===== config.mk =====
export PLATFORM = sky130hd
export DESIGN_NAME = spi_shift_master
export DESIGN_NICKNAME = d
export VERILOG_FILES = /design/src/rtl/spi_eng_pkg.sv /design/src/rtl/spi_half_timer.sv /design/src/rtl/spi_shifter.sv /design/src/rtl/spi_shift_master.sv
export SDC_FILE = /design/constraint.sdc
export NUM_CORES = 1
export LEC_CHECK = 0
export BUFFER_PORTS_ARGS = -buffer_cell sky130_fd_sc_hd__buf_2
export CAP_MARGIN = 20
export CORE_MARGIN = 5
export CORE_UTILIZATION = 46
export CTS_BUF_LIST = sky130_fd_sc_hd__clkbuf_4 sky130_fd_sc_hd__clkbuf_8
export CTS_CLUSTER_SIZE = 40
export DETAILED_ROUTE_END_ITERATION = 8
export PLACE_DENSITY_LB_ADDON = 0.25
export SYNTH_ARGS = -nofsm -noshare
export SYNTH_HDL_FRONTEND = slang
export SYNTH_HIERARCHICAL = 1
export SYNTH_SLANG_ARGS = --single-unit
export TNS_END_PERCENT = 20

===== constraint.sdc =====
create_clock -name clk -period 3.57 [get_ports clk]
set_input_delay 0.5355 -clock clk [delete_from_list [all_inputs] [get_ports clk]]
set_output_delay 0.5355 -clock clk [all_outputs]
set_load 0.02 [all_outputs]

===== src/rtl/spi_eng_pkg.sv =====
package spi_eng_pkg;

    typedef enum logic [1:0] {
        ST_IDLE  = 2'd0,
        ST_LEAD  = 2'd1,
        ST_TRAIL = 2'd2
    } spi_state_e;

    typedef struct packed {
        logic cpol;
        logic cpha;
        logic no_tx;
        logic no_rx;
    } spi_mode_s;

endpackage


===== src/rtl/spi_half_timer.sv =====
module spi_half_timer #(
    parameter int DLY_W = 16
) (
    input  logic             clk,
    input  logic             rst_n,
    input  logic             load_i,
    input  logic [DLY_W-1:0] dly_i,
    output logic             expire_o
);

    logic [DLY_W-1:0] cnt_q;
    logic [DLY_W-1:0] dly_eff;

    // A zero length still gives a one-cycle half period
    assign dly_eff  = (dly_i == '0) ? DLY_W'(1) : dly_i;
    assign expire_o = (cnt_q == DLY_W'(1));

    always_ff @(posedge clk or negedge rst_n) begin
        if (!rst_n) begin
            cnt_q <= '0;
        end else if (load_i) begin
            cnt_q <= dly_eff;
        end else if (cnt_q != '0) begin
            cnt_q <= cnt_q - DLY_W'(1);
        end
    end

endmodule


===== src/rtl/spi_shifter.sv =====
module spi_shifter #(
    parameter int MAX_BITS = 32,
    parameter int NB_W     = $clog2(MAX_BITS + 1)
) (
    input  logic                clk,
    input  logic                rst_n,
    input  logic                load_i,
    input  logic [NB_W-1:0]     load_nbits_i,
    input  logic [MAX_BITS-1:0] word_i,
    input  logic                shift_i,
    input  logic                bit_i,
    input  logic [NB_W-1:0]     nbits_i,
    output logic                msb_o,
    output logic [MAX_BITS-1:0] result_o
);

    logic [MAX_BITS-1:0] sh_q;
    logic [MAX_BITS-1:0] sh_next;
    logic [MAX_BITS-1:0] mask;
    logic [NB_W-1:0]     align;

    assign align   = NB_W'(MAX_BITS) - load_nbits_i;
    assign sh_next = {sh_q[MAX_BITS-2:0], bit_i};
    assign msb_o   = sh_q[MAX_BITS-1];

    always_comb begin
        for (int i = 0; i < MAX_BITS; i++) begin
            mask[i] = (i < int'(nbits_i));
        end
    end

    // Shifted view lets the final sample and the result land on one edge
    assign result_o = (shift_i ? sh_next : sh_q) & mask;

    always_ff @(posedge clk or negedge rst_n) begin
        if (!rst_n) begin
            sh_q <= '0;
        end else if (load_i) begin
            sh_q <= word_i << align;
        end else if (shift_i) begin
            sh_q <= sh_next;
        end
    end

endmodule


===== src/rtl/spi_shift_master.sv =====
module spi_shift_master
    import spi_eng_pkg::*;
#(
    parameter int MAX_BITS = 32,
    parameter int DLY_W    = 16,
    parameter int NB_W     = $clog2(MAX_BITS + 1)
) (
    input  logic                clk,
    input  logic                rst_n,
    input  logic                start_i,
    input  logic                cpol_i,
    input  logic                cpha_i,
    input  logic                no_tx_i,
    input  logic                no_rx_i,
    input  logic [NB_W-1:0]     nbits_i,
    input  logic [DLY_W-1:0]    dly_i,
    input  logic [MAX_BITS-1:0] tx_word_i,
    output logic                busy_o,
    output logic                done_o,
    output logic [MAX_BITS-1:0] rx_word_o,
    output logic                sck_o,
    output logic                mosi_o,
    output logic                mosi_oe_o,
    input  logic                miso_i
);

    spi_state_e          state_q, state_d;
    spi_mode_s           mode_q;
    logic [NB_W-1:0]     nbits_q;
    logic [NB_W-1:0]     rem_q;
    logic [DLY_W-1:0]    dly_q;
    logic                mosi_last_q;

    logic [NB_W-1:0]     nbits_eff;
    logic                first_bit;
    logic                start_ok;
    logic                expire;
    logic                lead_fire;
    logic                trail_fire;
    logic                last_bit;
    logic                finish;
    logic                sample;
    logic                tmr_load;
    logic [DLY_W-1:0]    tmr_dly;
    logic                wr_pt;
    logic                msb;
    logic [MAX_BITS-1:0] result;

    // Length clamp: 0 acts as 1, anything beyond the register acts as full width
    always_comb begin
        if (nbits_i == '0) begin
            nbits_eff = NB_W'(1);
        end else if (nbits_i > NB_W'(MAX_BITS)) begin
            nbits_eff = NB_W'(MAX_BITS);
        end else begin
            nbits_eff = nbits_i;
        end
    end

    assign first_bit  = tx_word_i[nbits_eff - NB_W'(1)];
    assign start_ok   = start_i && (state_q == ST_IDLE);
    assign lead_fire  = (state_q == ST_LEAD) && expire;
    assign trail_fire = (state_q == ST_TRAIL) && expire;
    assign last_bit   = (rem_q == NB_W'(1));
    assign finish     = trail_fire && last_bit;
    assign sample     = mode_q.cpha ? trail_fire : lead_fire;
    assign tmr_load   = start_ok || lead_fire || (trail_fire && !last_bit);
    assign tmr_dly    = start_ok ? dly_i : dly_q;
    assign wr_pt      = !mode_q.no_tx &&
                        (mode_q.cpha ? lead_fire : (trail_fire && !last_bit));
    assign busy_o     = (state_q != ST_IDLE);

    spi_half_timer #(
        .DLY_W (DLY_W)
    ) u_timer (
        .clk      (clk),
        .rst_n    (rst_n),
        .load_i   (tmr_load),
        .dly_i    (tmr_dly),
        .expire_o (expire)
    );

    spi_shifter #(
        .MAX_BITS (MAX_BITS),
        .NB_W     (NB_W)
    ) u_shift (
        .clk          (clk),
        .rst_n        (rst_n),
        .load_i       (start_ok),
        .load_nbits_i (nbits_eff),
        .word_i       (tx_word_i),
        .shift_i      (sample),
        .bit_i        (mode_q.no_rx ? 1'b0 : miso_i),
        .nbits_i      (nbits_q),
        .msb_o        (msb),
        .result_o     (result)
    );

    // Next-state logic
    always_comb begin
        state_d = state_q;
        unique case (state_q)
            ST_IDLE:  if (start_i) state_d = ST_LEAD;
            ST_LEAD:  if (expire)  state_d = ST_TRAIL;
            ST_TRAIL: if (expire)  state_d = last_bit ? ST_IDLE : ST_LEAD;
            default:               state_d = ST_IDLE;
        endcase
    end

    // State and captured configuration
    always_ff @(posedge clk or negedge rst_n) begin
        if (!rst_n) begin
            state_q <= ST_IDLE;
            mode_q  <= '0;
            nbits_q <= '0;
            dly_q   <= '0;
            rem_q   <= '0;
        end else begin
            state_q <= state_d;
            if (start_ok) begin
                mode_q  <= '{cpol: cpol_i, cpha: cpha_i, no_tx: no_tx_i, no_rx: no_rx_i};
                nbits_q <= nbits_eff;
                dly_q   <= dly_i;
                rem_q   <= nbits_eff;
            end else if (trail_fire) begin
                rem_q   <= rem_q - NB_W'(1);
            end
        end
    end

    // Outputs: serial clock, data line, completion
    always_ff @(posedge clk or negedge rst_n) begin
        if (!rst_n) begin
            sck_o       <= 1'b0;
            mosi_o      <= 1'b0;
            mosi_oe_o   <= 1'b0;
            mosi_last_q <= 1'b0;
            done_o      <= 1'b0;
            rx_word_o   <= '0;
        end else begin
            done_o <= 1'b0;
            if (start_ok) begin
                sck_o       <= cpol_i;
                mosi_last_q <= ~first_bit;
                if (!cpha_i && !no_tx_i) begin
                    mosi_o      <= first_bit;
                    mosi_last_q <= first_bit;
                    mosi_oe_o   <= 1'b1;
                end
            end else begin
                if (lead_fire) sck_o <= ~mode_q.cpol;
                if (trail_fire) sck_o <= mode_q.cpol;
                if (wr_pt) begin
                    mosi_oe_o <= 1'b1;
                    if (msb != mosi_last_q) begin
                        mosi_o      <= msb;
                        mosi_last_q <= msb;
                    end
                end
                if (finish) begin
                    mosi_oe_o <= 1'b0;
                    done_o    <= 1'b1;
                    rx_word_o <= result;
                end
            end
        end
    end

    AST_SCK_IDLE_LEVEL: assert property (@(posedge clk) disable iff (!rst_n)
        (state_q != ST_TRAIL) |-> (sck_o == mode_q.cpol));
    AST_SCK_ACTIVE_LEVEL: assert property (@(posedge clk) disable iff (!rst_n)
        (state_q == ST_TRAIL) |-> (sck_o != mode_q.cpol));
    AST_CFG_HELD: assert property (@(posedge clk) disable iff (!rst_n)
        (busy_o && $past(busy_o)) |-> ($stable(mode_q) && $stable(nbits_q) && $stable(dly_q)));
    AST_CPHA0_SETUP_HOLD: assert property (@(posedge clk) disable iff (!rst_n)
        (state_q == ST_LEAD && !mode_q.cpha && $past(state_q == ST_LEAD)) |-> $stable(mosi_o));
    AST_TRAIL_HOLD: assert property (@(posedge clk) disable iff (!rst_n)
        (state_q == ST_TRAIL && $past(state_q == ST_TRAIL)) |-> $stable(mosi_o));
    AST_DONE_ONE_CYCLE: assert property (@(posedge clk) disable iff (!rst_n)
        done_o |=> !done_o);
    AST_DONE_NOT_BUSY: assert property (@(posedge clk) disable iff (!rst_n)
        done_o |-> !busy_o);
    AST_NOTX_QUIET: assert property (@(posedge clk) disable iff (!rst_n)
        (busy_o && mode_q.no_tx) |-> (!mosi_oe_o && $stable(mosi_o)));
    AST_NORX_ZERO: assert property (@(posedge clk) disable iff (!rst_n)
        (done_o && mode_q.no_rx) |-> (rx_word_o == '0));
    AST_OE_IDLE_LOW: assert property (@(posedge clk) disable iff (!rst_n)
        !busy_o |-> !mosi_oe_o);

endmodule


After elaboration in Yosys (flattened, before gate mapping)
Index checks and enable logic that the tools add are counted.
{"block": "word_totals", "input_bits": 62, "elab_cells": 132, "ramBits": 0, "output_inout_bits": 37, "romBits": 0, "n_memories": 0, "latch_bits": 0, "regBits": 119}
{"block": "classes", "mul": 0, "n_lt_le_gt_ge": 34, "add_sub_neg": 4, "mux": 35, "n_bitwise": 4, "div": 0, "n_shift": 1, "eq_ne": 9, "n_reduce_logical": 29}
{"operator": "$lt A5 B6 Y1 const A", "count": 16}
{"operator": "$mux W16", "count": 4}
{"operator": "$mux W32", "count": 2}
{"operator": "$lt A4 B6 Y1 const A", "count": 8}
{"operator": "$and A32 B32 Y32", "count": 1}
{"operator": "$shl A32 B6 Y32", "count": 1}
{"operator": "$lt A3 B6 Y1 const A", "count": 4}
{"operator": "$mux W6", "count": 4}
{"operator": "$mux W1", "count": 20}
{"operator": "$eq A16 B1 Y1 const B", "count": 1}
{"operator": "$logic_not A16 Y1", "count": 1}
{"operator": "$reduce_bool A16 Y1", "count": 1}
{"operator": "$sub A16 B1 Y16 const B", "count": 1}
{"operator": "$lt A1 B6 Y1 const A", "count": 2}
{"operator": "$lt A2 B6 Y1 const A", "count": 2}
{"operator": "$sub A6 B1 Y6 const B", "count": 2}
{"operator": "$reduce_bool A2 Y1", "count": 5}
{"operator": "$logic_and A1 B1 Y1", "count": 7}
{"operator": "$eq A6 B1 Y1 const B", "count": 1}
{"operator": "$gt A6 B6 Y1 const B", "count": 1}
{"operator": "$logic_not A6 Y1", "count": 1}
{"operator": "$lt A6 B6 Y1 const B", "count": 1}
{"operator": "$mux W2", "count": 3}
{"operator": "$ne A2 B2 Y1 const B", "count": 3}
{"operator": "other kinds (14)", "count": 24}

Logic depth before layout (Yosys ltp)
Gate-level depths: netlist (run 1).
{"block": "logic_depth", "ltp_word": 9, "mapped_depth": 17, "ltp_nobuf": 11}

Modules after synthesis
The synthesis (run 1) kept the hierarchy.
{"module": "spi_shift_master", "cells_per_inst": 359, "n_inst": 1, "area_per_inst_um2": 3572.2, "seq_area_each_um2": 1776.7}
{"module": "spi_shifter", "cells_per_inst": 376, "n_inst": 1, "area_per_inst_um2": 3460.8, "seq_area_each_um2": 800.8}
{"module": "spi_half_timer", "cells_per_inst": 109, "n_inst": 1, "area_per_inst_um2": 996.0, "seq_area_each_um2": 400.4}

Worst setup path before layout (run 1)
Ideal clock, no wire load.
{"block": "synth_timing", "path_kind": "input -> register", "startpoint": "input port nbits_i[5]", "endpoint": "register u_shift.sh_q[31]", "path_buffers": 7, "t_arrival_ns": 3.564, "cell_stages": 14, "path_slack_ns": -0.085, "setup_time_ns": 0.091, "required_time_ns": 3.479, "cell_sequence": "clkbuf_1 > buf_1 > nor2_1 > buf_4 > buf_4 > inv_2 > buf_2 > ha_1 > buf_4 > buf_6 > mux2i_1 > mux4_2 > mux2_2 > o221ai_1"}
{"block": "synth_via", "elab_chain_cells": 6, "elab_cells_between_ends": 7, "classes_between": "add/sub (1); order compare (1); shift (1); mux (3); reduce/logical (1)"}
{"item": "start, declared", "line_no": "spi_shift_master.sv:15", "text": "input logic [NB_W-1:0] nbits_i,"}
{"item": "$gt A6 B6 Y1", "line_no": "spi_shift_master.sv:53", "text": "end else if (nbits_i > NB_W'(MAX_BITS)) begin"}
{"item": "$mux W6", "line_no": "spi_shift_master.sv:53"}
{"item": "$mux W6 *", "line_no": "spi_shift_master.sv:51", "text": "if (nbits_i == '0) begin"}
{"item": "net nbits_eff[0]", "line_no": "spi_shift_master.sv:34", "text": "logic [NB_W-1:0] nbits_eff;"}
{"item": "$sub A6 B6 Y6 *", "line_no": "spi_shifter.sv:22", "text": "assign align = NB_W'(MAX_BITS) - load_nbits_i;"}
{"item": "$shl A32 B6 Y32 *", "line_no": "spi_shifter.sv:39", "text": "sh_q <= word_i << align;"}
{"item": "$mux W32 *", "line_no": "spi_shifter.sv:38", "text": "end else if (load_i) begin"}
{"item": "end signal, assigned", "line_no": "spi_shifter.sv:39"}
{"item": "end signal, assigned", "line_no": "spi_shifter.sv:41", "text": "sh_q <= sh_next;"}
{"item": "end, declared", "line_no": "spi_shifter.sv:17", "text": "logic [MAX_BITS-1:0] sh_q;"}
Mark *: on every way through the listed nets, which the timed path passes. The rest lies on a longest branch.
A chain may end at the register's enable or synchronous reset.

Final worst setup path (run 1)
{"block": "layout_timing", "startpoint": "register state_q[0]", "endpoint": "register u_shift.sh_q[4]"}
{"block": "layout_via", "elab_chain_cells": 5, "elab_cells_between_ends": 9, "classes_between": "eq/ne (2); mux (3); reduce/logical (4)"}
{"item": "start, declared", "line_no": "spi_shift_master.sv:27", "text": "spi_state_e state_q, state_d;"}
{"item": "start signal, assigned", "line_no": "spi_shift_master.sv:119", "text": "state_q <= state_d;"}
{"item": "$eq A2 B1 Y1 or $eq A2 B2 Y1 (tied branches)", "line_no": "spi_shift_master.sv:62, spi_shift_master.sv:63"}
{"item": "$logic_and A1 B1 Y1, on equally long branches", "line_no": "spi_shift_master.sv:62, spi_shift_master.sv:63"}
{"item": "$mux W1", "line_no": "spi_shift_master.sv:66", "text": "assign sample = mode_q.cpha ? trail_fire : lead_fire;"}
{"item": "$mux W32"}
{"item": "$mux W32 *", "line_no": "spi_shifter.sv:38"}
Mark *: on every way between the ends. The rest lies on a longest branch, timed or not.

==> run summary, run 1 <==
CTS max path bufs = 2
Initial antenna violation count = 1
Post-route minimum period = 2.944 ns
CP Cell Sequence = nand2b_1 > nand2b_1 > inv_2 > buf_4 > nor3b_2 > a32o_1 > buf_4 > nand2_1 > o22ai_1
Final Hold Violating Endpoints = 0
Area delta synth->final = 15.18%
Clk sink count = 119
Status = complete, no violations
Cell count after synthesis = 844
Layout cells sized above 1 = 0.2703
Clock Latency Late Sink = 0.44 ns
Number of synthesized flops with an enable pin = 0
WP data required = 3.90 ns
Die Wd = 142.1 µm
Net Count, Synth = 911
First-pass GRT wire length = 36.56 mm
Io pins = 99
Mapped cell area = 8029 µm²
Nets = 1001
Die H = 142.1 µm
P_leak = 4.375 nW
Top delay family on crit path = buffers and inverters
Number of library cell types mapped by synthesis = 80
Final worst clock skew = 0.009118 ns
Core ar. = 17240 µm²
Worst slew pin tran = 0.7802 ns
Drt pass-1 iters = 5
Residual DRC count = 0
Clock root buffer = clkbuf_8
Antenna diodes = 0
Top Usage Layer GRT = met2
Seq cells post-synth = 119
Post-CTS setup buffers = 0
Port Buffers = 98
Largest net degree at the start of global routing = 69
Async SR Flop Fraction = 1.000
Initial cell density of the core = 0.4658
Slowest CP cell = buf_4
Worst Hold Class = input port to asynchronous set/reset pin
Syn Area/Cell = 9.513 µm²
Final period utilization = 0.8245
Row count = 48
Grt total ovfl = 0
Sequential fraction of the synthesis area = 0.3709
PostCTS Resize Cnt = 0
Final Worst Setup Slack = 0.6264 ns
Pwr dens = 358.6 nW/µm²
Routed Antenna Nets = 0
Via count = 6987
TritonCTS Buffers = 17
RSZ-0062 raised after global routing = no
WP data arrival = 3.27 ns
M3 GR Usage = 0.04402
Ys Warns = 6
Fin. max-slew vios = 0
Tot GR Track Use = 0.2273
CP peak stage delay = 0.54 ns
DRT iter0 DRCs = 590
Max Clk Rate = 339.7 MHz
Routed Wire Length = 22.59 mm
Setup Crit Path Kind = flip-flop to flip-flop
Clock-pin slew on the worst setup and hold paths = 0.07 ns
Vias per cell = 5.962
Endpoints failing setup = 0
Most frequent cells in the layout = 156 x nand2_1, 119 x dfrtp_1, 97 x buf_2
Met1 Resource Use GR = 0.3174
Die area = 20200 µm²
Buf+Inv Stages, Crit Path = 3
GR met2 Demand/Resource = 0.3508
Commonest non-fill, non-tap cell in the layout = nand2_1
Ys flop type = dfrtp_1
Htree depth = 4
Vias in the first global route = 6934
CP max FO = 52
Hpwl dp = 16.60 mm
Fill cells = 1576
WL per Instance = 19.27 µm
Peak supply drop = 289.8 µV
Hold-fix buffers, CTS = 0
CTS tree = yes
TNS Setup = 0 ns
Startpoint Class = flip-flop
Pre-CTS worst setup slack = 0.3067 ns
Max-slew headroom = 0.4758
Max-cap check violation count = 0
Final Wtd Congestion = 0.8861
Crit. End Element = flip-flop
## worst register-to-register path, delay by kind of cell, from the launching register on
kind	cells	cell delay, ns
buffers and inverters	3	1.05
AO/OA/AOI/OAI	2	0.42
AND/OR/NAND/NOR	4	0.90
flip-flops	1	0.48
## worst paths after layout
path | from | to | slack, ns | depth (start not counted)
worst max-delay path | state_q[0] | u_shift/sh_q[4] | 0.63 | 9
worst min-delay path | rst_n | mosi_o | 0.14 | 1
worst max register to register | state_q[0] | u_shift/sh_q[4] | 0.63 | 9
worst min register to register | mode_q[0] | mode_q[0] | 0.49 | 2
max in group asynchronous | rst_n | u_timer/cnt_q[15] | 2.61 | 2
min in group clk | no_rx_i | mode_q[0] | 0.30 | 3
## routing by layer
layer,vias up,part of all wire
met5,-,0.00058
met4,2,0.026
met3,49,0.063
met2,258,0.47
met1,3388,0.44
li1,3290,-
## synthesized netlist by cell type (7+ instances only)
master    instances  area, µm²
nand2_1         156      585.6
o22ai_1          18      112.6
o211ai_1          7      52.55
dfrtp_1         119       2978
nor2_1           40      150.1
inv_1            20      75.07
nor2b_1          12      75.07
o21ai_0          31      155.2
nand3_1          29      145.1
buf_2            14      70.07
mux2i_1          70      700.7
mux2_2           46      518.0
o221ai_1         12      105.1
a31oi_1           8      50.05
mux4_2           21      473.0
xnor2_1          11      96.34
o21ai_1           8      40.04
clkbuf_1         28      105.1
nand2b_1          9      56.30
a21oi_1          32      160.2
nor3_1           14      70.07
## sequential cells by signal, summed over array words and instances (netlist names)
| signal | count |
|---|---|
| rx_word_o | 32 |
| rem_q | 6 |
| u_timer/cnt_q | 16 |
| mode_q | 4 |
| mosi_o | 1 |
| dly_q | 16 |
| done_o | 1 |
| state_q | 2 |
| u_shift/sh_q | 32 |
| mosi_last_q | 1 |
| nbits_q | 6 |
| mosi_oe_o | 1 |
| sck_o | 1 |
## logic make-up after synthesis
family / after synthesis / share of synthesized area
compound gates: 174 / 0.1491
flops: 119 / 0.3709
fa+ha+maj: 5 / 0.007792
mux: 140 / 0.2186
buf+inv: 78 / 0.04566
xor+xnor: 18 / 0.02057
simple gates: 310 / 0.1873
## cell type report
cell class	count	area, µm²	share of cell area
Clock buffer	20	269.0	0.02909
Clock inverter	12	175.2	0.01894
Inverter	22	82.58	0.008930
Multi-Input combinational cell	647	4713	0.5097
Sequential cell	119	2978	0.3220
Tap cell	225	281.5	0.03044
Timing Repair Buffer	127	748.2	0.08091
## where the power goes
| group | switching, mW | internal (mW) | total [mW] |
|---|---|---|---|
| clock network | 0.549 | 0.803 | 1.35 |
| logic | 0.349 | 0.244 | 0.593 |
| registers | 0.00897 | 1.36 | 1.37 |
| total | 0.908 | 2.41 | 3.32 |
## through the flow
| stage | power (mW) | hold WS (ns) | instance area [µm²] | cells | utilization |
|---|---|---|---|---|---|
| after floorplan | 1.789 | 0.2399 | 8033 | 844 | - |
| after global placement | 1.978 | 0.4588 | 8803 | 1140 | 0.5107 |
| after detailed placement | 1.978 | 0.4720 | 8803 | 1140 | 0.5107 |
| after CTS | 3.336 | 0.1434 | 9248 | 1172 | 0.5365 |
| after global routing | 3.452 | 0.1707 | 9248 | 1172 | 0.5365 |
| final | 3.317 | 0.1378 | 9248 | 1172 | 0.5365 |
Note: power is estimated with default switching activity, not from simulation.
==> run 2: changes to the inputs <==
clock period = 3 ns   (was 3.57 ns; I/O delays follow)
==> run 2 against run 1 <==
Net effect: non-clock buffer count grew 32; sequential power grew 19%; sequential share of layout area shrank 1.2 points; register-to-register slack lost 0.47 ns; utilization grew 2.1 points; count of clock-buffer cells in the layout grew 6; clock skew grew 0.0057 ns; worst setup slack lost 0.47 ns; largest cell class unchanged; critical path depth shrank 1; design area grew 3.9%.
==> run summary, run 2 (synthesis results as in run 1) <==
WP data arrival = 3.17 ns
Worst Hold Class = input port to asynchronous set/reset pin
Htree depth = 4
Io pins = 99
WHS = 0.01790 ns
Buf+Inv Stages, Crit Path = 2
CP most frequent cell = nand2_1
Max-slew headroom = 0.4309
Placed Cells incl. Taps = 1172
Row count = 48
WL per Instance = 19.08 µm
Clock Latency Late Sink = 0.44 ns
Clock root buffer = clkbuf_8
Drt pass-1 iters = 7
Final worst clock skew = 0.01486 ns
Residual DRC count = 0
Non-Filler Instances = 1204
Startpoint Class = flip-flop
WP data required = 3.32 ns
Vias in the first global route = 6903
Die H = 142.1 µm
CTS max path bufs = 2
Hold-fix buffers, CTS = 0
Peak supply drop = 357.5 µV
Initial antenna violation count = 0
Port Buffers = 98
Pwr dens = 429.8 nW/µm²
WL met3 = 1.355 mm
Max-cap check violation count = 0
Most frequent cells in the layout = 156 x nand2_1, 119 x dfrtp_1, 97 x buf_2
Highest routed layer = met4
Commonest non-fill, non-tap cell in the layout = nand2_1
Status = complete, no violations
Via count = 7041
First-pass GRT wire length = 37.46 mm
CP Cell Sequence = inv_1 > nand2b_1 > inv_2 > nand2_1 > nand2_1 > nor4_1 > a41oi_2 > a211o_1
Hpwl dp = 17.34 mm
Final core area utilization = 0.5575
Slowest CP cell = nor4_1
Fin. max-slew vios = 0
Final Wtd Congestion = 0.9122
Biggest regs = rx_word_o (32), u_shift/sh_q (32)
P_leak = 4.579 nW
Post-CTS setup buffers = 0
Area delta synth->final = 19.68%
Routed Wire Length = 22.97 mm
Setup Crit Path Kind = flip-flop to flip-flop
Layout cells sized above 1 = 0.2993
Nets = 1033
Tot GR Track Use = 0.2330
Final Hold Violating Endpoints = 0
Routed Antenna Nets = 0
Post-route minimum period = 2.849 ns
Antenna diodes = 0
PostCTS Resize Cnt = 0
Top delay family on crit path = simple AND/OR/NAND/NOR gates
Core ar. = 17240 µm²
Vias per cell = 5.848
TritonCTS Buffers = 17
RSZ-0062 raised after global routing = no
Grt total ovfl = 0
Largest net degree at the start of global routing = 52
DRT met1 WL = 10.05 mm
Max Clk Rate = 351.1 MHz
Clock-pin slew on the worst setup and hold paths = 0.08 ns
Initial cell density of the core = 0.4658
Die area = 20200 µm²
CP max FO = 20
Final period utilization = 0.9495
Crit. End Element = flip-flop
DR WL met2 = 11.03 mm
CTS tree = yes
CP peak stage delay = 0.58 ns
Clk sink count = 119
Endpoints failing setup = 0
Worst slew pin tran = 0.8472 ns
Die Wd = 142.1 µm
DRT iter0 DRCs = 461
==> run 2: changes by cell type in the layout (fill, tap and decap cells not counted), sizes merged <==
cell / change
clkinvlp: -2
clkbuf: +6
clkinv: -4
buf: +32
==> run 2: report_power, final <==
| group | internal [mW] | switching [mW] |
|---|---|---|
| sequential | 1.62 | 0.0103 |
| combinational | 0.346 | 0.438 |
| clock | 1.09 | 0.621 |
==> run 2: per-layer routing <==
metal	global-route usage	up-vias
li1	-	3340
met1	0.3201	3385
met2	0.3727	271
met3	0.04872	45
met4	0.07020	0
met5	0	-
==> run 2: per-stage QoR <==
step / setup slack [ns] / setup TNS (ns) / area [µm²] / power [mW]
2_1_floorplan: -0.1769 / -2.222 / 8107 / 2.147
3_3_place_gp: -0.1791 / -1.068 / 9109 / 2.427
3_5_place_dp: -0.2169 / -2.571 / 9109 / 2.434
4_1_cts: 0.1284 / 0 / 9593 / 4.156
5_1_grt: 0.02286 / 0 / 9609 / 4.309
6_report: 0.1515 / 0 / 9609 / 4.130
==> run 2: cell type report <==
type,count,area [µm²]
clock buffers,26,351.6
inverters,22,95.09
well taps,225,281.5
repair buffers,159,1013
flip-flops and latches,119,2978
clock inverters,6,132.6
fillers,1549,7627
multi-input cells,647,4757
==> run 2: final timing paths <==
kind / from / to / slack, ns / cells after the start
max reg2reg: state_q[1] / u_timer/cnt_q[15] / 0.15 / 8
max in group asynchronous: rst_n / dly_q[5] / 2.24 / 2
min in group clk: no_rx_i / mode_q[0] / 0.21 / 3
max: state_q[1] / u_timer/cnt_q[15] / 0.15 / 8
min reg2reg: mode_q[0] / mode_q[0] / 0.49 / 2
min: rst_n / state_q[0] / 0.02 / 1
==> run 2: worst reg2reg max path, stage by stage (launching register included) <==
cell and delay (ns):
dfrtp_1 0.45, inv_1 0.13, nand2b_1 0.35, inv_2 0.27
nand2_1 0.14, nand2_1 0.11, nor4_1 0.58, a41oi_2 0.34
a211o_1 0.36
==> run 3: changes to the inputs <==
--- a/config.mk
+++ b/config.mk
@@ -14,3 +14,3 @@
 export DETAILED_ROUTE_END_ITERATION = 8
-export PLACE_DENSITY_LB_ADDON = 0.25
+export PLACE_DENSITY = 0.63
 export SYNTH_ARGS = -nofsm -noshare
==> constraint.sdc (replaced) <==
create_clock -name clk -period 3 [get_ports clk]
set_input_delay 0.6 -clock clk [delete_from_list [all_inputs] [get_ports clk]]
set_output_delay 0.6 -clock clk [all_outputs]
set_load 0.02 [all_outputs]
==> run 3 against run 2 <==
Net effect: die area unchanged; critical path depth increased by 4; count of clock-buffer cells in the layout down 1; clock power fell by 16%; clock skew shrank 0.0041 ns; non-clock buffer count increased by 16; critical path type is now input port to flip-flop; design area is 0.59% higher; largest cell class unchanged; sequential power about the same; register-to-register slack improved by 0.07 ns; critical endpoint is now u_shift/sh_q[25]; utilization increased by 0.33 points; flip-flop and latch count stayed put; first-iteration DRC count up 34%.
==> run summary, run 3 (synthesis results as in run 1) <==
Final period utilization = 0.9360
Clk sink count = 119
Fin. max-slew vios = 0
Grt total ovfl = 0
Most frequent cells in the layout = 156 x nand2_1, 119 x dfrtp_1, 97 x buf_2
Commonest non-fill, non-tap cell in the layout = nand2_1
P_leak = 4.628 nW
Buf+Inv Stages, Crit Path = 3
DRT iter0 DRCs = 620
Max-slew headroom = 0.3721
Peak supply drop = 300.5 µV
Slowest CP cell = ha_4
Final worst clock skew = 0.01080 ns
Area delta synth->final = 20.38%
First-pass GRT wire length = 37.74 mm
Tot GR Track Use = 0.2342
Reg2reg path depth = 9
Total Power = 3.886 mW
Layout cells sized above 1 = 0.3095
Die area = 20200 µm²
Largest net degree at the start of global routing = 57
M3 GR Usage = 0.04805
R2R Setup Slk = 0.22 ns
Initial antenna violation count = 0
Sequential share of power = 0.420
RSZ-0062 raised after global routing = no
Vias per cell = 5.884
Biggest regs = rx_word_o (32), u_shift/sh_q (32)
CP Cell Sequence = buf_2 > nor4_4 > nor2_1 > nor2_4 > inv_12 > ha_4 > buf_4 > mux4_2 > and2_1 > a311oi_1 > a211o_1 > o221ai_1
CTS tree = yes
Nets = 1049
Residual DRC count = 0
Antenna diodes = 0
Max Clk Rate = 356.1 MHz
Clock Latency Late Sink = 0.44 ns
CTS max path bufs = 2
TritonCTS Buffers = 17
WL per Instance = 19.05 µm
Met1 Resource Use GR = 0.3336
Crit. End Element = flip-flop
Htree depth = 4
Hpwl dp = 17.68 mm
WP data arrival = 3.10 ns
Initial cell density of the core = 0.4658
Worst Hold Class = input port to asynchronous set/reset pin
Die H = 142.1 µm
WP data required = 3.30 ns
Sw Pwr = 1.089 mW
Reg2reg start = u_timer/cnt_q[12]
Routed Antenna Nets = 0
Via count = 7178
Row count = 48
Post-CTS setup buffers = 0
Port Buffers = 98
Die Wd = 142.1 µm
Area of the multi-input gates = 4751 µm²
Core ar. = 17240 µm²
Worst slew pin tran = 0.9347 ns
Max-cap check violation count = 0
CP max FO = 20
Endpoints failing setup = 0
Reg area = 2978 µm²
Routed Wire Length = 23.24 mm
Final core area utilization = 0.5608
Reg2reg end = rx_word_o[13]
Clock root buffer = clkbuf_8
Status = complete, no violations
Net Sw Frac = 0.2802
Fill cells = 1570
Setup Crit Path Kind = input port to flip-flop
GR met2 Demand/Resource = 0.3645
Vias in the first global route = 6934
Final Wtd Congestion = 0.8961
Drt pass-1 iters = 6
Final Hold Violating Endpoints = 0
Logic pwr share = 0.211
Clock-pin slew on the worst setup and hold paths = 0.07 ns
P_int = 2.797 mW
TNS Setup = 0 ns
Post-route minimum period = 2.808 ns
Top delay family on crit path = simple AND/OR/NAND/NOR gates
CP peak stage delay = 0.43 ns
Top Usage Layer GRT = met2
Clock power frac = 0.369
Pwr dens = 402.0 nW/µm²
Startpoint Class = input port
Io pins = 99
==> run 3: changes by cell type in the layout (fill, tap and decap cells not counted) <==
cell       change
clkbuf_4       +1
buf_12         +2
nor4_1         +1
bufinv_16      -3
clkinv_2       +3
nor4_2         -1
clkbuf_8       -2
buf_4         +13
buf_6          +1
clkinv_4       +1
==> run 3: cell type report <==
cell class              instances  area share
multi-input cells             647      0.4915
repair buffers                175      0.1203
well taps                     225     0.02913
inverters                      22    0.009838
flip-flops and latches        119      0.3081
clock buffers                  25     0.03430
clock inverters                 7    0.006861
==> run 3: repair_timing <==
| action | CTS | global route |
|---|---|---|
| hold buffers | 0 | 0 |
| endpoints found under the setup margin | 0 | 12 |
| gates resized for setup | 0 | 3 |
==> run 3: how the worst max path moves through the flow <==
| stage | startpoint | endpoint | slack, ns | cells after the start |
|---|---|---|---|---|
| after global routing | nbits_i[1] | u_shift/sh_q[29] | 0.03 | 12 |
| final | nbits_i[1] | u_shift/sh_q[25] | 0.19 | 12 |
| after floorplan | nbits_i[1] | u_shift/sh_q[31] | -0.33 | 14 |
| after detailed placement | nbits_i[1] | u_shift/sh_q[25] | -0.28 | 9 |
| after global placement | nbits_i[1] | u_shift/sh_q[25] | -0.22 | 9 |
| after CTS | u_timer/cnt_q[12] | u_timer/cnt_q[0] | 0.13 | 10 |
==> run 3: stage by stage <==
stage	hold slack (ns)	setup slack, ns	instance area (µm²)	instances
6_report	0.1097	0.1920	9666	1220
5_1_grt	0.1115	0.02689	9666	1220
4_1_cts	0.09292	0.1287	9652	1220
3_5_place_dp	0.4870	-0.2772	9254	1188
3_3_place_gp	0.4639	-0.2228	9254	1188
2_1_floorplan	0.3044	-0.3269	8107	844
==> run 3: layer usage <==
| metal | vias to the layer above | wire, µm |
|---|---|---|
| li1 | 3379 | - |
| met1 | 3561 | 10670 |
| met2 | 211 | 10910 |
| met3 | 27 | 1200 |
| met4 | 0 | 456 |
| met5 | - | 0 |
==> run 3: power by group through the flow <==
stage	Sequential (mW)	Clock, mW	Combinational (mW)
final	1.63	1.44	0.820
after global routing	1.63	1.54	0.883
after CTS	1.63	1.47	0.811
after detailed placement	1.66	0	0.808
after global placement	1.66	0	0.805
after floorplan	1.66	0	0.490
==> run 3: worst register-to-register path: stages (launching register included) <==
cell,delay [ns]
dfrtp_1,0.42
nor4_1,0.41
nand2_1,0.17
nor2_2,0.22
inv_1,0.14
a21oi_4,0.31
buf_12,0.22
mux2i_1,0.37
a21oi_1,0.10
mux2_2,0.30
